`src/rtl/lps_pkg.sv`:
```
// Shared types and bus op codes for the rotating LUN page write scheduler.
// Assumes a byte-wide command/address/data bus with separate strobes.
package lps_pkg;

    typedef enum logic [2:0] {
        ST_IDLE,
        ST_ARM,
        ST_CMD,
        ST_ADDR,
        ST_DATA,
        ST_PROG,
        ST_DONE
    } seq_state_t;

    localparam logic [7:0] OP_LOAD_BEGIN = 8'h80;
    localparam logic [7:0] OP_PROG_GO    = 8'h10;

endpackage

```
`src/rtl/lps_lun_rotator.sv`:
```
// Tracks the target LUN and the in-LUN page number, and forms the global
// page address. Advances once per completed page; the in-LUN page steps
// on each wrap back to LUN 0. Assumes NUM_LUNS >= 2.
module lps_lun_rotator #(
    parameter int NUM_LUNS   = 8,
    parameter int PAGE_IDX_W = 16,
    localparam int LUN_W     = (NUM_LUNS > 1) ? $clog2(NUM_LUNS) : 1,
    localparam int GA_W      = PAGE_IDX_W + LUN_W
) (
    input  logic                  clk,
    input  logic                  rst_n,
    input  logic                  advance,
    output logic [NUM_LUNS-1:0]   lun_sel,
    output logic [GA_W-1:0]       page_addr
);

    logic [LUN_W-1:0]      lun_q;
    logic [PAGE_IDX_W-1:0] pg_q;

    // Step the rotation and, on wrap, the in-LUN page number.
    always_ff @(posedge clk) begin
        if (!rst_n) begin
            lun_q <= '0;
            pg_q  <= '0;
        end else if (advance) begin
            if (lun_q == LUN_W'(NUM_LUNS - 1)) begin
                lun_q <= '0;
                pg_q  <= pg_q + PAGE_IDX_W'(1);
            end else begin
                lun_q <= lun_q + LUN_W'(1);
            end
        end
    end

    // One-hot decode of the target LUN.
    for (genvar g = 0; g < NUM_LUNS; g++) begin : g_sel
        assign lun_sel[g] = (lun_q == LUN_W'(g));
    end

    // Global page = in-LUN page * NUM_LUNS + LUN index.
    assign page_addr = (GA_W'(pg_q) * GA_W'(NUM_LUNS)) + GA_W'(lun_q);

endmodule

```
`src/rtl/lps_byte_counter.sv`:
```
// Counts payload bytes within a page and flags the final byte position.
// Assumes PAGE_BYTES >= 2.
module lps_byte_counter #(
    parameter int PAGE_BYTES = 8192,
    localparam int CNT_W     = $clog2(PAGE_BYTES)
) (
    input  logic clk,
    input  logic rst_n,
    input  logic clr,
    input  logic inc,
    output logic at_last
);

    logic [CNT_W-1:0] cnt_q;

    // Payload position within the current page.
    always_ff @(posedge clk) begin
        if (!rst_n)   cnt_q <= '0;
        else if (clr) cnt_q <= '0;
        else if (inc) cnt_q <= cnt_q + CNT_W'(1);
    end

    assign at_last = (cnt_q == CNT_W'(PAGE_BYTES - 1));

endmodule

```
`src/rtl/lps_addr_slicer.sv`:
```
// Splits the global page address into bus bytes, least significant first.
// Pure combinational; the index comes from the sequencer.
module lps_addr_slicer #(
    parameter int GA_W        = 19,
    parameter int ADDR_CYCLES = 3,
    parameter int AC_W        = 2
) (
    input  logic [GA_W-1:0] page_addr,
    input  logic [AC_W-1:0] idx,
    output logic [7:0]      addr_byte
);

    localparam int PAD_W = ADDR_CYCLES * 8;

    logic [PAD_W-1:0] padded;
    logic [7:0]       lanes [ADDR_CYCLES];

    assign padded = PAD_W'(page_addr);

    for (genvar g = 0; g < ADDR_CYCLES; g++) begin : g_lane
        assign lanes[g] = padded[g*8 +: 8];
    end

    // Select the lane for the current address cycle.
    always_comb begin
        addr_byte = '0;
        for (int k = 0; k < ADDR_CYCLES; k++) begin
            if (idx == AC_W'(k)) addr_byte = lanes[k];
        end
    end

endmodule

```
`src/rtl/lps_wr_sequencer.sv`:
```
// Per-page sequence: wait for request, wait for target LUN idle, load-begin
// command, address cycles, payload stream, program command, done pulse.
// Sets a sticky overrun flag for every cycle spent waiting on a busy target.
module lps_wr_sequencer
    import lps_pkg::*;
#(
    parameter int ADDR_CYCLES = 3,
    parameter int AC_W        = 2
) (
    input  logic            clk,
    input  logic            rst_n,
    input  logic            page_req,
    input  logic            target_busy,
    input  logic            in_valid,
    input  logic            data_last,
    output logic            in_ready,
    output logic            cmd_stb,
    output logic            addr_stb,
    output logic            data_stb,
    output logic [7:0]      op_code,
    output logic [AC_W-1:0] addr_idx,
    output logic            lun_drive,
    output logic            cnt_clr,
    output logic            advance,
    output logic            page_done,
    output logic            overrun
);

    seq_state_t      st_q, st_d;
    logic [AC_W-1:0] acnt_q;
    logic            ovr_q;
    logic            addr_last;

    assign addr_last = (acnt_q == AC_W'(ADDR_CYCLES - 1));

    // Next-state selection for the page sequence.
    always_comb begin
        st_d = st_q;
        unique case (st_q)
            ST_IDLE: if (page_req)               st_d = ST_ARM;
            ST_ARM:  if (!target_busy)           st_d = ST_CMD;
            ST_CMD:                              st_d = ST_ADDR;
            ST_ADDR: if (addr_last)              st_d = ST_DATA;
            ST_DATA: if (in_valid && data_last)  st_d = ST_PROG;
            ST_PROG:                             st_d = ST_DONE;
            ST_DONE:                             st_d = ST_IDLE;
            default:                             st_d = ST_IDLE;
        endcase
    end

    // State register.
    always_ff @(posedge clk) begin
        if (!rst_n) st_q <= ST_IDLE;
        else        st_q <= st_d;
    end

    // Address cycle index, restarted at every load-begin command.
    always_ff @(posedge clk) begin
        if (!rst_n)                acnt_q <= '0;
        else if (st_q == ST_CMD)   acnt_q <= '0;
        else if (st_q == ST_ADDR)  acnt_q <= acnt_q + AC_W'(1);
    end

    // Sticky overrun: target LUN busy when its turn came.
    always_ff @(posedge clk) begin
        if (!rst_n)                               ovr_q <= 1'b0;
        else if (st_q == ST_ARM && target_busy)   ovr_q <= 1'b1;
    end

    assign in_ready  = (st_q == ST_DATA);
    assign data_stb  = in_ready && in_valid;
    assign cmd_stb   = (st_q == ST_CMD) || (st_q == ST_PROG);
    assign op_code   = (st_q == ST_PROG) ? OP_PROG_GO : OP_LOAD_BEGIN;
    assign addr_stb  = (st_q == ST_ADDR);
    assign addr_idx  = acnt_q;
    assign lun_drive = cmd_stb || addr_stb || data_stb;
    assign cnt_clr   = (st_q == ST_CMD);
    assign advance   = (st_q == ST_DONE);
    assign page_done = (st_q == ST_DONE);
    assign overrun   = ovr_q;

endmodule

```
`src/rtl/lun_page_sched.sv`:
```
// Top of the rotating multi-LUN page write scheduler. Ties the rotation,
// the payload counter, the address slicer and the page sequencer to the
// FIFO stream, the controller handshake and the byte-wide flash bus.
// Assumes lun_busy is synchronous to clk.
module lun_page_sched #(
    parameter int NUM_LUNS   = 8,
    parameter int PAGE_BYTES = 8192,
    parameter int PAGE_IDX_W = 16
) (
    input  logic                clk,
    input  logic                rst_n,
    input  logic                page_req,
    output logic                page_done,
    input  logic [7:0]          in_data,
    input  logic                in_valid,
    output logic                in_ready,
    input  logic [NUM_LUNS-1:0] lun_busy,
    output logic [NUM_LUNS-1:0] bus_ce,
    output logic                bus_cmd,
    output logic                bus_addr,
    output logic                bus_dat,
    output logic [7:0]          bus_val,
    output logic                overrun
);

    localparam int LUN_W       = (NUM_LUNS > 1) ? $clog2(NUM_LUNS) : 1;
    localparam int GA_W        = PAGE_IDX_W + LUN_W;
    localparam int ADDR_CYCLES = (GA_W + 7) / 8;
    localparam int AC_W        = (ADDR_CYCLES > 1) ? $clog2(ADDR_CYCLES) : 1;

    logic [NUM_LUNS-1:0] lun_sel;
    logic [GA_W-1:0]     page_addr;
    logic [AC_W-1:0]     addr_idx;
    logic [7:0]          addr_byte;
    logic [7:0]          op_code;
    logic                advance, cnt_clr, data_last, lun_drive;
    logic                cmd_stb, addr_stb, data_stb;
    logic                target_busy;

    lps_lun_rotator #(
        .NUM_LUNS   (NUM_LUNS),
        .PAGE_IDX_W (PAGE_IDX_W)
    ) rot_i (
        .clk       (clk),
        .rst_n     (rst_n),
        .advance   (advance),
        .lun_sel   (lun_sel),
        .page_addr (page_addr)
    );

    lps_byte_counter #(
        .PAGE_BYTES (PAGE_BYTES)
    ) cnt_i (
        .clk     (clk),
        .rst_n   (rst_n),
        .clr     (cnt_clr),
        .inc     (data_stb),
        .at_last (data_last)
    );

    lps_addr_slicer #(
        .GA_W        (GA_W),
        .ADDR_CYCLES (ADDR_CYCLES),
        .AC_W        (AC_W)
    ) slc_i (
        .page_addr (page_addr),
        .idx       (addr_idx),
        .addr_byte (addr_byte)
    );

    lps_wr_sequencer #(
        .ADDR_CYCLES (ADDR_CYCLES),
        .AC_W        (AC_W)
    ) seq_i (
        .clk         (clk),
        .rst_n       (rst_n),
        .page_req    (page_req),
        .target_busy (target_busy),
        .in_valid    (in_valid),
        .data_last   (data_last),
        .in_ready    (in_ready),
        .cmd_stb     (cmd_stb),
        .addr_stb    (addr_stb),
        .data_stb    (data_stb),
        .op_code     (op_code),
        .addr_idx    (addr_idx),
        .lun_drive   (lun_drive),
        .cnt_clr     (cnt_clr),
        .advance     (advance),
        .page_done   (page_done),
        .overrun     (overrun)
    );

    // Only the LUN whose turn it is can hold the sequence.
    assign target_busy = |(lun_busy & lun_sel);

    assign bus_ce   = lun_drive ? lun_sel : '0;
    assign bus_cmd  = cmd_stb;
    assign bus_addr = addr_stb;
    assign bus_dat  = data_stb;

    // Bus byte mux: command, address or payload.
    always_comb begin
        bus_val = '0;
        if (cmd_stb)       bus_val = op_code;
        else if (addr_stb) bus_val = addr_byte;
        else if (data_stb) bus_val = in_data;
    end

endmodule

```
`config.mk`:
```
export PLATFORM = sky130hd
export DESIGN_NAME = lun_page_sched
export DESIGN_NICKNAME = d
export VERILOG_FILES = /design/src/rtl/lps_pkg.sv /design/src/rtl/lps_lun_rotator.sv /design/src/rtl/lps_byte_counter.sv /design/src/rtl/lps_addr_slicer.sv /design/src/rtl/lps_wr_sequencer.sv /design/src/rtl/lun_page_sched.sv
export SDC_FILE = /design/constraint.sdc
export NUM_CORES = 1
export LEC_CHECK = 0
export ABC_AREA = 1
export ABC_CLOCK_PERIOD_IN_PS = 5200
export BUFFER_PORTS_ARGS = -buffer_cell sky130_fd_sc_hd__buf_4
export CAP_MARGIN = 25
export CORE_MARGIN = 2
export CORE_UTILIZATION = 23
export DETAILED_ROUTE_END_ITERATION = 8
export GPL_ROUTABILITY_DRIVEN = 0
export GPL_TIMING_DRIVEN = 1
export PLACE_DENSITY = 0.51
export SLEW_MARGIN = 25
export SYNTH_ARGS = -nofsm -noshare
export SYNTH_HDL_FRONTEND = slang
export SYNTH_SLANG_ARGS = --single-unit
```
`constraint.sdc`:
```
create_clock -name clk -period 5.2 [get_ports clk]
set_clock_uncertainty 0.05 [all_clocks]
set_input_delay 0.52 -clock clk [delete_from_list [all_inputs] [get_ports clk]]
set_output_delay 0.52 -clock clk [all_outputs]
set_load 0.005 [all_outputs]
```
======== Word-level counts from Yosys, hierarchy flattened ========
Index checks and enable logic that the tools add are counted.
word-level totals
  input port bits ......................... 20
  output and inout bits ................... 22
  register bits after elaboration ......... 38
  word-level logic and storage cells ...... 60
cells by class
  equal/unequal tests ..................... 20
  muxes and demuxes ....................... 14
  bitwise operators ....................... 2
  reductions and logical operators ........ 13
  add/subtract/negate cells ............... 5
operator list
  operator                                        number
  two-way mux 8 bit                               8
  == test 3 bit (second input constant)           7
  adder 19 x 3 -> 19 bit                          1
  one-hot mux 3 bit (6 select lines)              1
  adder 16 x 1 -> 16 bit (second input constant)  1
  two-way mux 3 bit                               5
  adder 13 x 1 -> 13 bit (second input constant)  1
  == test 13 bit (second input constant)          1
  == test 3 x 2 -> 1 bit (second input constant)  4
  AND 8 bit                                       1
  != test 2 bit (second input constant)           4
  OR reduction 8 bit                              1
  == test 3 x 1 -> 1 bit (second input constant)  2
  zero test 3 bit                                 2
  AND reduction 4 bit                             1
  adder 3 x 1 -> 3 bit (second input constant)    1
  logical AND 1 bit                               3
  logical OR 1 bit                                3
  adder 2 x 1 -> 2 bit (second input constant)    1
  == test 2 x 1 -> 1 bit (second input constant)  1
  == test 2 bit (second input constant)           1
  zero test 2 bit                                 1
  AND reduction 2 bit                             1
  OR reduction 2 bit                              1
  inverter 1 bit                                  1

======== Depth between registers and ports, before layout ========
Gate-level depths: netlist of run 1.
  depth after elaboration ................. 6
  gate-level depth with buffers ........... 12
  depth with buffers taken out ............ 11

======== Modules after synthesis ========
Synthesis of run 1 repeated with hierarchy kept, for this count alone.
unflattened totals
  cells, all modules ...................... 451
  area, all modules ....................... 2720.1 um^2
modules (own cells, without submodules)
  module            times used  area an instance (um^2)  sequential area each (um^2)  cells each
  lps_lun_rotator   1           1071.0                   380.4                        154
  lps_byte_counter  1           691.9                    260.2                        104
  lps_wr_sequencer  1           441.7                    120.1                        69
  lun_page_sched    1           372.9                    0.0                          93
  lps_addr_slicer   1           142.6                    0.0                          31

======== Least setup slack after synthesis of run 1 ========
Ideal clock, no wire load.
  path kind ............................... reg2out
  from .................................... register seq_i.st_q[1]
  to ...................................... output port bus_val[2]
  required time ........................... 4.630 ns
  data arrival time ....................... 1.186 ns
  setup slack ............................. 3.444 ns
  cell stages (with the launch flop) ...... 8
  path buffers ............................ 2
  cell sequence ........................... dfxtp_1 buf_4 nor2_4 nand2_2 nor2_8 buf_2 nand2_1 a21oi_1
on the way
  longest elaborated chain between the ends .. 5
  elaborated cells between the ends (all ways) .. 9
  classes of those cells .................. eq/ne (4); mux (3); reduce/logical (2)
RTL lines
  element                 line                    source
  start, declared         lps_wr_sequencer.sv:29  seq_state_t st_q, st_d;
  start signal, assigned  lps_wr_sequencer.sv:54  else st_q <= st_d;
  == test 3 bit           lps_wr_sequencer.sv:70  assign in_ready = (st_q == ST_DATA);
  logical AND 1 bit       lps_wr_sequencer.sv:71  assign data_stb = in_ready && in_valid;
  named net bus_dat       lun_page_sched.sv:21    output logic bus_dat,
  two-way mux 8 bit       lun_page_sched.sv:107   else if (data_stb) bus_val = in_data;
  two-way mux 8 bit       lun_page_sched.sv:106   else if (addr_stb) bus_val = addr_byte;
  two-way mux 8 bit       lun_page_sched.sv:105   if (cmd_stb) bus_val = op_code;
  end, declared           lun_page_sched.sv:22    output logic [7:0] bus_val,
The timed path passes the listed nets, and every way through them passes these cells.

======== Final worst setup path of run 1 ========
  from .................................... register seq_i.acnt_q[1], in the netlist seq_i.addr_idx[1]
  to ...................................... output port bus_val[2]
on the way
  longest elaborated chain between the ends .. 6
  elaborated cells between the ends (all ways) .. 8
  classes of those cells .................. eq/ne (2); mux (5); reduce/logical (1)
RTL lines
  element                          line                    source
  start, declared                  lps_wr_sequencer.sv:30  logic [AC_W-1:0] acnt_q;
  start signal, assigned           lps_wr_sequencer.sv:61  else if (st_q == ST_ADDR) acnt_q <= acnt_q + AC_W'(1);
  zero test 2 bit                  lps_addr_slicer.sv:28   if (idx == AC_W'(k)) addr_byte = lanes[k];
  two-way mux 8 bit (2 in series)  lps_addr_slicer.sv:28
  two-way mux 8 bit (*)            lps_addr_slicer.sv:28
  two-way mux 8 bit (*)            lun_page_sched.sv:106
  two-way mux 8 bit (*)            lun_page_sched.sv:105
Mark *: on every way between the ends. The rest lies on a longest branch, timed or not.

==> results.yml, run 1 <==
setup_path:
  reg2reg_to: "rot_i.pg_q[15]"
  worstPathCellList: "inv_1 > ha_1 > inv_1 > nand3_1 > o211ai_1 > a21oi_1 > a21oi_1 > buf_4"
  required_ns: 4.63
  cp-start-kind: "flip-flop"
  cp-end-kind: "primary output"
  r2r_start: "rot_i.lun_q[2]"
  crit_slowest_cell: "dfxtp_1"
  critPathKind: "flip-flop to primary output"
  critPathMaxStageDelay_ns: 0.35
  rrSetupSlack_ns: 3.20
  worst-r2r-cell-count: 8
  cp_data_arrival_time_ns: 1.87
  crit_fanout: 15
routing:
  vias: 2303
  route.met3.wl_um: 208
  first_pass_iters: 4
  drc_errors: 0
  wirelength_met1_um: 3210
  dr_wl_met2_um: 2710
  post_drt_via_cell_ratio: 4.35
  postRouteAntennaNets: 0
  drtIter0Drc: 114
  dr.max_layer_used: "met4"
  wirelength_um: 6180
  wl_per_cell_um: 11.7
cts:
  hold_buffers: 0
  cts_sinks: 38
  cts_max_level: 2
  tritoncts: "built"
  clkTransAtPathRegs_ns: 0.09
  insertion_delay_ns: 0.29
  postCtsSetupBuffers: 0
  clockBufferDepth: 2
  cts-root-buf: "clkbuf_8"
  numCtsBuffers: 5
  ctsResizeCount: 0
floorplanning:
  die_w_um: 105
  io_pins: 42
  design.die.area_mm2: 0.0111
  core_area_mm2: 0.00986
  start_util_pct: 23.9
  fp-row-count: 36
  fp.dieH_um: 105
global_routing:
  grt_pass1_wl_um: 10500
  grt_pass1_vias: 2206
  grt_max_degree: 16
  grt_overflow_total: 0
  track_usage_pct: 11.6
  antenna_found_initial: 0
worst_hold_path:
  hold_path_end: "cnt_i.cnt_q[1]"
  whs_path_depth: 2
  hp-class: "flip-flop to flip-flop"
  hp-start: "cnt_i.cnt_q[1]"
timing:
  holdWs_ns: 0.431
  slew_viol_final: 0
  tns_ns: 0
  timing_hold_violations_final: 0
  setup_violations: 0
  fin_crit_sh_pct: 46.9
  slew_headroom_pct: 65.6
  grt_setup_unrepaired: "no"
  tightest_slew_ns: 0.513
  fmax_mhz: 410
  min_period_ns: 2.44
  fin_ws_ns: 2.76
yosys:
  syn_nets: 384
  synth_edf_count: 0
  seq_area_frac_synth_pct: 32.3
  synth-seq-cells: 38
  yosys_warnings: 0
  synth_area_mm2: 0.00236
  synthFlopType: "dfxtp_1"
  async_flop_share_pct: 0
  synth_cells: 353
  synth_cell_types: 34
  synth_area_per_cell_um2: 6.67
cells_and_area:
  fillCellCount: 1062
  area_growth_pct: 23.5
  antenna_cells: 0
  final_core_util_pct: 29.5
  nets: 426
  final_common_cell: "nand2_1"
  layout-drive-gt1-share_pct: 17.7
  mostFrequentLayoutCells: "nand2_1 (62), inv_1 (55), buf_4 (41), nor2_1 (39), dfxtp_1 (38)"
job:
  maxCapViolCount: 0
power:
  ir_drop_mv: 0.120
  power_density_mw_per_mm2: 290
  leakagePower_uw: 0.00117
  finalPower_uw: 845
run_status:
  status: "complete, no violations"
placed_design:
  dp_worst_setup_slack_ns: 3.10
  port-buffer-count: 41
  hpwlAfterDp_um: 4760
## cells by family (layout without fill, tap and decap cells)
family	Yosys count	in the layout	share of synthesized area, %
compound gates	70	70	15.6
xor+xnor	6	6	2.23
buf+inv	66	109	10.8
flops	38	38	32.3
simple gates	162	162	33.2
fa+ha+maj	11	11	5.84
## metrics by stage
step / std cells / area (um^2)
after floorplan: 353 / 2360
final: 529 / 2910
after detailed placement: 521 / 2800
after global routing: 529 / 2910
after CTS: 529 / 2910
after global placement: 521 / 2800
## cell usage after synthesis, types with 2 or more instances
cell type  number  share of area, %
clkbuf_1        3              0.48
xor2_1          5               1.9
nor2_1         39               6.2
nor3_1         15               3.2
nor2_4          4               1.9
a21oi_1        30               6.4
nand2_2         4               1.1
a211oi_1        2              0.64
or2_2           2              0.53
nand2_1        62               9.9
dfxtp_1        38                32
nand3_1        23               4.9
o211ai_1        3              0.96
inv_1          55               8.8
buf_2           2              0.42
ha_1           11               5.8
nand4_1         3              0.80
inv_2           5              0.80
o21ai_0        32               6.8
## how the worst max path moves through the flow
stage                       from         end  slack, ns  cells past startpoint
2_1_floorplan      seq_i.st_q[1]  bus_val[2]       3.44                      7
3_3_place_gp            in_valid  bus_val[0]       3.16                      6
3_5_place_dp   seq_i.addr_idx[1]  bus_val[2]       3.10                      8
4_1_cts        seq_i.addr_idx[1]  bus_val[2]       2.76                      8
5_1_grt        seq_i.addr_idx[1]  bus_val[2]       2.57                      8
6_report       seq_i.addr_idx[1]  bus_val[2]       2.76                      8
## per-layer routing
metal	up-vias	global-route usage, %
li1	1221	-
met1	1037	16.4
met2	41	18.2
met3	4	2.23
met4	0	2.86
met5	-	0
## where the power goes
part           switching [uW]  internal, uW
clock                     113           141
combinational             159           100
sequential               25.3           306
## final cells by class
class / count / area [um^2] / area share (%)
Clock inverter: 3 / 40.0 / 1.38
Sequential cell: 38 / 761 / 26.1
Multi-Input combinational cell: 249 / 1340 / 46.1
Tap cell: 133 / 166 / 5.72
Timing Repair Buffer: 41 / 308 / 10.6
Inverter: 60 / 225 / 7.74
Clock buffer: 5 / 68.8 / 2.36
## worst max-delay path, delay by kind of cell (launching register included)
kind	cells	cell delay, ns
buf+inv	3	0.50
compound gates	3	0.41
flops	1	0.35
fa+ha+maj	1	0.20
simple gates	1	0.13
## registers in the layout, indices dropped and copies added, names as in the netlist
name,count
seq_i.overrun,1
rot_i.lun_q,3
seq_i.st_q,3
cnt_i.cnt_q,13
rot_i.pg_q,16
seq_i.addr_idx,2
Power figures use the tool's default switching activity.
==> run 2: changes to the inputs <==
Settings changed: ABC_CLOCK_PERIOD_IN_PS 5200 to 2100, PLACE_DENSITY 0.51 to 0.52.
Clock period 5.2 ns to 2.1 ns, I/O delays scaled along.
==> run 2 against run 1 <==
Critical path depth is the same. Routed wire length is 4.9% lower. Final cell count up 0.76%. Critical path type unchanged. Largest cell class unchanged. Largest power group unchanged. Die area did not move.
==> results.yml, run 2 (same netlist as run 1, synthesis figures left out) <==
routing:
  post_drt_via_cell_ratio: 4.33
  drc_errors: 0
  drtIter0Drc: 103
  wirelength_um: 5880
  vias: 2310
  wl_per_cell_um: 11.0
  first_pass_iters: 7
  postRouteAntennaNets: 0
setup_path:
  rrSetupSlack_ns: 0.23
  cp-end-kind: "primary output"
  required_ns: 1.84
  crit_path_end: "bus_val[0]"
  worstPathCellList: "inv_2 > ha_2 > inv_1 > buf_4 > o21ai_0 > o21ai_0 > a221oi_1 > buf_4"
  critPathKind: "flip-flop to primary output"
  r2r_start: "rot_i.lun_q[0]"
  crit_fanout: 14
  cp_data_arrival_time_ns: 1.70
  cp-start-kind: "flip-flop"
  crit_slowest_cell: "dfxtp_1"
  worst-r2r-cell-count: 8
  setup.worst_path.start: "seq_i.addr_idx[1]"
  critPathMaxStageDelay_ns: 0.33
  reg2reg_to: "rot_i.pg_q[9]"
worst_hold_path:
  hp-class: "input port to flip-flop"
cells_and_area:
  mostFrequentLayoutCells: "nand2_1 (62), inv_1 (53), buf_4 (44), nor2_1 (37), dfxtp_1 (34)"
  design_area_mm2: 0.00300
  fillCellCount: 1082
  area_growth_pct: 27.2
  largest_register_ffs: 16
  layout-drive-gt1-share_pct: 21.0
  final_core_util_pct: 30.4
  reg.largest.list: "rot_i.pg_q: 16 flops, cnt_i.cnt_q: 13 flops"
  antenna_cells: 0
  regMostFlops: "rot_i.pg_q"
  nets: 430
  final_common_cell: "nand2_1"
  final_cells: 533
power:
  p_int_uw: 1550
  ir_drop_mv: 0.309
  power_density_mw_per_mm2: 767
  comb_power_share_pct: 31.2
  p_seq_share_pct: 35.9
  p_sw_share_pct: 32.5
  leakagePower_uw: 0.00121
  p_sw_uw: 747
  p_clk_share_pct: 33.0
timing:
  setup_violations: 0
  timing_hold_violations_final: 0
  fin_crit_sh_pct: 93.2
  fmax_mhz: 511
  slew_viol_final: 0
  min_period_ns: 1.96
  holdWs_ns: 0.182
  grt_setup_unrepaired: "no"
  tightest_slew_ns: 0.448
  tns_ns: 0
  slew_headroom_pct: 70.1
placed_design:
  placed_cell_area_mm2: 0.00282
  hpwlAfterDp_um: 4680
  dp.cells: 524
  port-buffer-count: 41
global_routing:
  grt_max_degree: 16
  grt_pass1_vias: 2165
  grt_overflow_total: 0
  antenna_found_initial: 0
  track_usage_pct: 10.9
  grt_pass1_wl_um: 9940
cts:
  clockBufferDepth: 2
  insertion_delay_ns: 0.29
  cts_sinks: 38
  cts_max_level: 2
  numCtsBuffers: 5
  tritoncts: "built"
  clkTransAtPathRegs_ns: 0.09
  cts-root-buf: "clkbuf_8"
floorplanning:
  fp-row-count: 36
  fp.dieH_um: 105
  die_w_um: 105
  design.die.area_mm2: 0.0111
  core_area_mm2: 0.00986
  start_util_pct: 23.9
  io_pins: 42
run_status:
  status: "complete, no violations"
job:
  maxCapViolCount: 0
-- run 2: cell count changes in the layout (fill, tap and decap cells not counted), moves of 2 or more --
cell	change
buf_4	+3
clkinv_2	-2
nor2_1	-2
inv_1	-2
dfxtp_2	+4
nor2_2	+2
inv_2	+2
dfxtp_1	-4
-- run 2: layout make-up --
class / count / area (um^2) / area share (%)
multi-input cells: 249 / 1350 / 45.1
flip-flops and latches: 38 / 766 / 25.5
repair buffers: 45 / 350 / 11.7
inverters: 60 / 225 / 7.51
well taps: 133 / 166 / 5.55
clock buffers: 5 / 68.8 / 2.30
clock inverters: 3 / 68.8 / 2.30
-- run 2: per-stage QoR --
step	total power (uW)	setup slack, ns
3_3_place_gp	1500	0.227
2_1_floorplan	1260	0.455
3_5_place_dp	1500	0.190
4_1_cts	2260	0.0275
6_report	2300	0.143
5_1_grt	2450	0.00250
-- run 2: worst max-delay path: cells and delay by family (launching register included) --
family | cells | cell delay, ns
adder cells (fa/ha/maj) | 1 | 0.19
flip-flops | 1 | 0.33
AO/OA/AOI/OAI | 3 | 0.45
buffers and inverters | 4 | 0.46
-- run 2: per-layer routing --
metal  GRT usage (%)  vias to the layer above  routed length [um]  part of all wire (%)
li1                -                     1230                   -                     -
met1            14.5                     1030                2890                    49
met2            17.3                       44                2680                    46
met3            2.91                        6                 256                   4.4
met4            3.14                        0                  59                   1.0
met5               0                        -                   0                     0
-- run 2: power groups by stage --
stage | Combinational (uW) | Clock (uW) | Sequential (uW)
final | 717 | 758 | 824
after global routing | 816 | 801 | 833
after CTS | 666 | 780 | 816
after detailed placement | 664 | 0 | 833
after global placement | 665 | 0 | 832
after floorplan | 450 | 0 | 807
-- run 2: how the worst min path moves through the flow --
stage          depth (start not counted)           start  slack [ns]        endpoint
2_1_floorplan                          2           rst_n        0.30   rot_i.pg_q[3]
3_3_place_gp                           2   seq_i.overrun        0.41   seq_i.overrun
3_5_place_dp                           2  cnt_i.cnt_q[1]        0.42  cnt_i.cnt_q[1]
4_1_cts                                3           rst_n        0.18  rot_i.pg_q[12]
5_1_grt                                3           rst_n        0.19   seq_i.st_q[0]
6_report                               3           rst_n        0.18  rot_i.pg_q[12]
-- run 2: repair_timing --
action | in CTS | in global routing
hold buffers | 0 | 0
setup endpoints to repair | 0 | 14
buffers inserted | 0 | 1
resized for setup | 0 | 11
hold endpoints to repair | 0 | 0
